===== src/rtl/issue_merge_pkg.sv =====
package issue_merge_pkg;

  // Helper entries consumed: limited both by free slots and by waiting work.
  function automatic int take_count(input int free_slots, input int waiting);
    return (free_slots < waiting) ? free_slots : waiting;
  endfunction

endpackage


===== src/rtl/issue_bubble_ctrl.sv =====
module issue_bubble_ctrl (
  input  logic clk,
  input  logic rst_n,
  input  logic prim_all_valid,
  input  logic micro_waiting,
  output logic bubble,
  output logic prim_ready
);

  logic pending_q;
  logic full_fire;

  assign bubble     = pending_q && micro_waiting;
  assign prim_ready = !bubble;
  assign full_fire  = prim_ready && prim_all_valid;

  always_ff @(posedge clk) begin
    if (!rst_n) pending_q <= 1'b0;
    else        pending_q <= full_fire;
  end

  AST_BUBBLE_AFTER_FULL: assert property (@(posedge clk) disable iff (!rst_n)
    full_fire |=> (!micro_waiting || !prim_ready));
  AST_BUBBLE_SKIP: assert property (@(posedge clk) disable iff (!rst_n)
    !micro_waiting |-> prim_ready);
  AST_BUBBLE_SINGLE: assert property (@(posedge clk) disable iff (!rst_n)
    !prim_ready |=> prim_ready);

endmodule


===== src/rtl/issue_slot_select.sv =====
module issue_slot_select #(
  parameter int NUM_SLOTS = 16,
  parameter int DATA_W    = 32,
  parameter int CNT_W     = $clog2(NUM_SLOTS + 1)
) (
  input  logic                          bubble,
  input  logic [NUM_SLOTS-1:0]          prim_valid,
  input  logic [NUM_SLOTS*DATA_W-1:0]   prim_data,
  input  logic [CNT_W-1:0]              micro_count,
  input  logic [NUM_SLOTS*DATA_W-1:0]   micro_data,
  output logic [NUM_SLOTS-1:0]          slot_valid,
  output logic [NUM_SLOTS-1:0]          slot_micro,
  output logic [NUM_SLOTS*DATA_W-1:0]   slot_data,
  output logic [CNT_W-1:0]              micro_take
);
  import issue_merge_pkg::*;

  localparam int IDX_W = (NUM_SLOTS > 1) ? $clog2(NUM_SLOTS) : 1;

  logic [NUM_SLOTS-1:0] free_slot;
  logic [NUM_SLOTS-1:0] use_prim;
  logic [CNT_W-1:0]     rank [NUM_SLOTS+1];
  logic [DATA_W-1:0]    mq   [NUM_SLOTS];

  assign rank[0] = '0;

  for (genvar s = 0; s < NUM_SLOTS; s++) begin : g_slot
    logic [IDX_W-1:0] pick;
    assign mq[s]        = micro_data[s*DATA_W +: DATA_W];
    assign use_prim[s]  = !bubble && prim_valid[s];
    assign free_slot[s] = !use_prim[s];
    // running count of free slots below this one; never exceeds s
    assign rank[s+1]    = rank[s] + CNT_W'(free_slot[s]);
    assign pick         = rank[s][IDX_W-1:0];
    assign slot_micro[s] = free_slot[s] && (rank[s] < micro_count);
    assign slot_valid[s] = use_prim[s] || slot_micro[s];
    assign slot_data[s*DATA_W +: DATA_W] =
      use_prim[s]   ? prim_data[s*DATA_W +: DATA_W] :
      slot_micro[s] ? mq[pick] : '0;
  end

  assign micro_take = CNT_W'(take_count(int'(rank[NUM_SLOTS]), int'(micro_count)));

endmodule


===== src/rtl/issue_slot_merger.sv =====
module issue_slot_merger #(
  parameter int NUM_SLOTS = 16,
  parameter int DATA_W    = 32,
  parameter int CNT_W     = $clog2(NUM_SLOTS + 1)
) (
  input  logic                        clk,
  input  logic                        rst_n,
  input  logic [NUM_SLOTS-1:0]        prim_valid,
  input  logic [NUM_SLOTS*DATA_W-1:0] prim_data,
  output logic                        prim_ready,
  input  logic [CNT_W-1:0]            micro_count,
  input  logic [NUM_SLOTS*DATA_W-1:0] micro_data,
  output logic [CNT_W-1:0]            micro_take,
  output logic [NUM_SLOTS-1:0]        issue_valid,
  output logic [NUM_SLOTS-1:0]        issue_micro,
  output logic [NUM_SLOTS*DATA_W-1:0] issue_data
);

  logic                        bubble;
  logic                        prim_all_valid;
  logic                        micro_waiting;
  logic [NUM_SLOTS-1:0]        sel_valid;
  logic [NUM_SLOTS-1:0]        sel_micro;
  logic [NUM_SLOTS*DATA_W-1:0] sel_data;

  assign prim_all_valid = &prim_valid;
  assign micro_waiting  = (micro_count != '0);

  issue_bubble_ctrl u_bubble (
    .clk            (clk),
    .rst_n          (rst_n),
    .prim_all_valid (prim_all_valid),
    .micro_waiting  (micro_waiting),
    .bubble         (bubble),
    .prim_ready     (prim_ready)
  );

  issue_slot_select #(
    .NUM_SLOTS (NUM_SLOTS),
    .DATA_W    (DATA_W),
    .CNT_W     (CNT_W)
  ) u_select (
    .bubble      (bubble),
    .prim_valid  (prim_valid),
    .prim_data   (prim_data),
    .micro_count (micro_count),
    .micro_data  (micro_data),
    .slot_valid  (sel_valid),
    .slot_micro  (sel_micro),
    .slot_data   (sel_data),
    .micro_take  (micro_take)
  );

  always_ff @(posedge clk) begin
    if (!rst_n) begin
      issue_valid <= '0;
      issue_micro <= '0;
      issue_data  <= '0;
    end else begin
      issue_valid <= sel_valid;
      issue_micro <= sel_micro;
      issue_data  <= sel_data;
    end
  end

  AST_TAKE_MATCH: assert property (@(posedge clk) disable iff (!rst_n)
    1'b1 |=> ($countones(issue_micro) == int'($past(micro_take))));
  AST_PRIM_SLOT0: assert property (@(posedge clk) disable iff (!rst_n)
    (prim_ready && prim_valid[0]) |=> (issue_valid[0] && !issue_micro[0]));

endmodule


===== config.mk =====
export PLATFORM = sky130hd
export DESIGN_NAME = issue_slot_merger
export DESIGN_NICKNAME = d
export VERILOG_FILES = /design/src/rtl/issue_merge_pkg.sv /design/src/rtl/issue_bubble_ctrl.sv /design/src/rtl/issue_slot_select.sv /design/src/rtl/issue_slot_merger.sv
export SDC_FILE = /design/constraint.sdc
export NUM_CORES = 2
export LEC_CHECK = 0
export BUFFER_PORTS_ARGS = -buffer_cell sky130_fd_sc_hd__buf_2
export CORE_AREA = 5 5 626 628
export DETAILED_ROUTE_END_ITERATION = 8
export DIE_AREA = 0 0 631 633
export PLACE_DENSITY = 0.39
export SETUP_SLACK_MARGIN = 0.15
export SLEW_MARGIN = 15
export SYNTH_ARGS = -nofsm -noshare
export SYNTH_HDL_FRONTEND = slang
export SYNTH_SLANG_ARGS = --single-unit

===== constraint.sdc =====
create_clock -name clk -period 37.4 [get_ports clk]
set_input_delay 7.48 -clock clk [delete_from_list [all_inputs] [get_ports clk]]
set_output_delay 7.48 -clock clk [all_outputs]
set_load 0.02 [all_outputs]

==> results_dict.tcl <==
set metrics [dict create \
    critPathSlowestCell "fa_4" \
    ir_drop_mv 0.290 \
    powerDensity_nw_per_um2 125 \
    yosysUniqueCellTypes 66 \
    async_flop_share_pct 0 \
    cp-startpoint "micro_count[1]" \
    clockBufferDepth 4 \
    critPathMaxStageDelay_ns 1.32 \
    cts.hold.buffers_added 0 \
    fin_setup_tns_ns 0 \
    via_per_inst 6.14 \
    swShare_pct 54.6 \
    cts_tree "yes" \
    drive_gt1_share_pct 53.3 \
    postCtsSetupBuffers 0 \
    dr.pass1.iters 6 \
    drt_wl_total_mm 626 \
    fin_crit_ns 29.47 \
    rows 228 \
    grt_max_degree 130 \
    start_util_pct 18.8 \
    power.switching_mw 5.96 \
    dp.cells 11902 \
    final_max_slew_viol_count 0 \
    worst_pin_slew_ns 1.34 \
    cp_max_fo 47 \
    die_h_um 633 \
    worstPathRequired_ns 29.92 \
    r2r_end "issue_data[497]" \
    drt_iter0_drc 12537 \
    yosysTopAreaCell "mux4_2" \
    worstPathArrival_ns 21.99 \
    synth_common_cells "mux4_2 (1711), clkbuf_1 (1084), nand2_1 (896)" \
    fin_cells 12311 \
    synthMostInstantiatedCell "mux4_2" \
    numCtsBuffers 92 \
    p_leak_nw 33.7 \
    hold_path_class "flip-flop to flip-flop" \
    synth_edf_count 0 \
    syn_area_um2 72200 \
    worstRegToRegCells 35 \
    core_um2 385000 \
    synthCells 6290 \
    portBuffers 1596 \
    cts-root-buf "clkbuf_16" \
    htree_levels 3 \
    synth_seq_cells 545 \
    clk_latency_ns 0.83 \
    hold_viol 0 \
    max_cap_violations 0 \
    synth_warnings 0 \
    dp_hpwl_mm 455 \
    syn-num-nets 7419 \
    cpMostUsedCell "ha_4" \
    clkSlewWorstSetupHoldPaths_ns 0.08 \
    grt_pass1_wl_mm 796 \
    critical_path_class "input pin to output pin" \
    intPower_mw 4.97 \
    grtUsageTotal_pct 29.9 \
    power.share.clock_pct 8.7 \
    areaGrowthSynthToFinish_pct 21.4 \
    endpoint "micro_take[4]" \
    report.final.setup_viol 0 \
    hold_depth 4 \
    seq_area_frac_synth_pct 15.1 \
    cts_resized 0 \
    vias 75549 \
    combPwrFrac_pct 83.7 \
    pin_count 1597 \
    routabilityCongestion 0.953 \
    final_nets 8065 \
    fmax_mhz 33.9 \
    syn_avg_cell_area_um2 11.5 \
    clock_sinks 545 \
    die_width_um 631 \
    grt_overflow_total 0 \
    ys_top_cells_by_area "mux4_2 (53%), dfxtp_1 (15%), clkbuf_1 (5.6%), mux2i_1 (5.6%), nand2_1 (4.7%)" \
    wl_per_cell_um 50.9 \
    rrSetupSlack_ns 21.75 \
    slew_headroom_pct 10.7 \
    status "finished clean" \
    grt_setup_unrepaired "false" \
    die_area_um2 399000 \
    grt_pass1_vias 71722 \
    rr_startpoint "u_bubble.pending_q" \
    setup_slack_ns 7.93 \
    seq_power_share_pct 7.7 \
    period_share_pct 78.8 \
    drcViolationCount 0 \
    antenna_found_initial 391 \
    pre_cts_ws_ns 7.69 \
    crit_path_end_kind "output pin" \
    worst_setup_path_start_kind "input pin" \
    skew_ns 0.0504 \
    synth_top_area_share_pct 53.4 \
    postRouteAntennaNets 0 \
    ys.flop_type "dfxtp_1" \
]
[cells in the final DEF, fill, tap and decap left out, types with 14 or more instances in the layout]
cell,count
nor2b_1,250
clkinv_2,17
ha_1,65
a21oi_1,108
mux2i_1,405
and2_4,15
o21ai_0,122
inv_1,46
diode_2,247
nor2_1,14
dfxtp_1,545
a22o_1,87
mux4_2,1711
nor3_1,14
a2bb2oi_1,32
a21boi_0,19
a32o_1,71
a211o_1,33
buf_4,155
clkbuf_8,14
a22oi_1,67
ha_4,16
nand2_1,892
nand3_1,206
buf_2,1595
clkbuf_16,95
a32oi_1,160
[worst min-delay path by stage]
stage / endpoint / slack [ns] / start
6_report: issue_valid[15] / 0.85 / u_bubble.pending_q
3_3_place_gp: issue_valid[15] / 0.86 / u_bubble.pending_q
2_1_floorplan: issue_micro[14] / 0.65 / u_bubble.pending_q
4_1_cts: issue_valid[15] / 0.84 / u_bubble.pending_q
5_1_grt: issue_valid[15] / 0.92 / u_bubble.pending_q
3_5_place_dp: issue_valid[15] / 0.86 / u_bubble.pending_q
[power groups by stage]
| stage | Combinational (mW) | Sequential [mW] | Clock (mW) |
|---|---|---|---|
| finish | 9.14 | 0.836 | 0.949 |
| global route | 9.44 | 0.844 | 0.986 |
| CTS | 8.99 | 0.838 | 0.975 |
| detailed placement | 8.96 | 0.846 | 0 |
| global placement | 8.89 | 0.851 | 0 |
| floorplan | 5.67 | 0.975 | 0 |
[routing by layer]
layer	wire [um]	share of wire [%]	up-vias	GRT usage [%]
li1	-	-	26781	-
met1	233000	37	39506	36.9
met2	262000	42	7385	43.1
met3	83700	13	1670	12.5
met4	46900	7.5	207	18.2
met5	1410	0.23	-	0.155
[final cells by class]
type,instances,area [um2]
Fill cell,41276,297000
Multi-Input combinational cell,4476,57100
Sequential cell,545,10900
Timing Repair Buffer,1757,9280
Tap cell,5060,6330
Clock buffer,117,2600
Antenna cell,247,618
Clock inverter,45,489
Inverter,64,308
[critical path, delay by kind of cell]
| kind | cells | cell delay (ns) |
|---|---|---|
| AOI/OAI and AO/OA | 5 | 1.22 |
| xor gates and xnor gates | 4 | 2.05 |
| adders and majority gates | 12 | 7.22 |
| buffers and inverters | 11 | 2.68 |
| and+or+nand+nor | 6 | 0.98 |
[logic make-up (layout without fill, tap and decap cells)]
group / count (synthesis) / after routing / share of synthesized area [%]
muxes: 2120 / 2120 / 59.0
adders and majority gates: 84 / 84 / 1.46
and+or+nand+nor: 1476 / 1476 / 9.27
buffers and inverters: 1269 / 1983 / 6.66
DFF: 545 / 545 / 15.1
xor gates and xnor gates: 35 / 35 / 0.573
other: 0 / 247 / 0
AOI/OAI and AO/OA: 761 / 761 / 7.91
[through the flow]
stage	cell area [um2]	util [%]	hold WS, ns	power, mW
2_1_floorplan	72200	-	0.650	6.64
3_3_place_gp	84000	21.8	0.865	9.74
3_5_place_dp	84000	21.8	0.857	9.81
4_1_cts	87000	22.6	0.836	10.8
5_1_grt	87400	22.7	0.918	11.3
6_report	87700	22.8	0.849	10.9
[state kept, by name, summed over array words and instances (netlist names)]
name                cells
issue_data            512
issue_micro            16
issue_valid            16
u_bubble.pending_q      1
No activity file was read; power rests on OpenSTA's default activity.
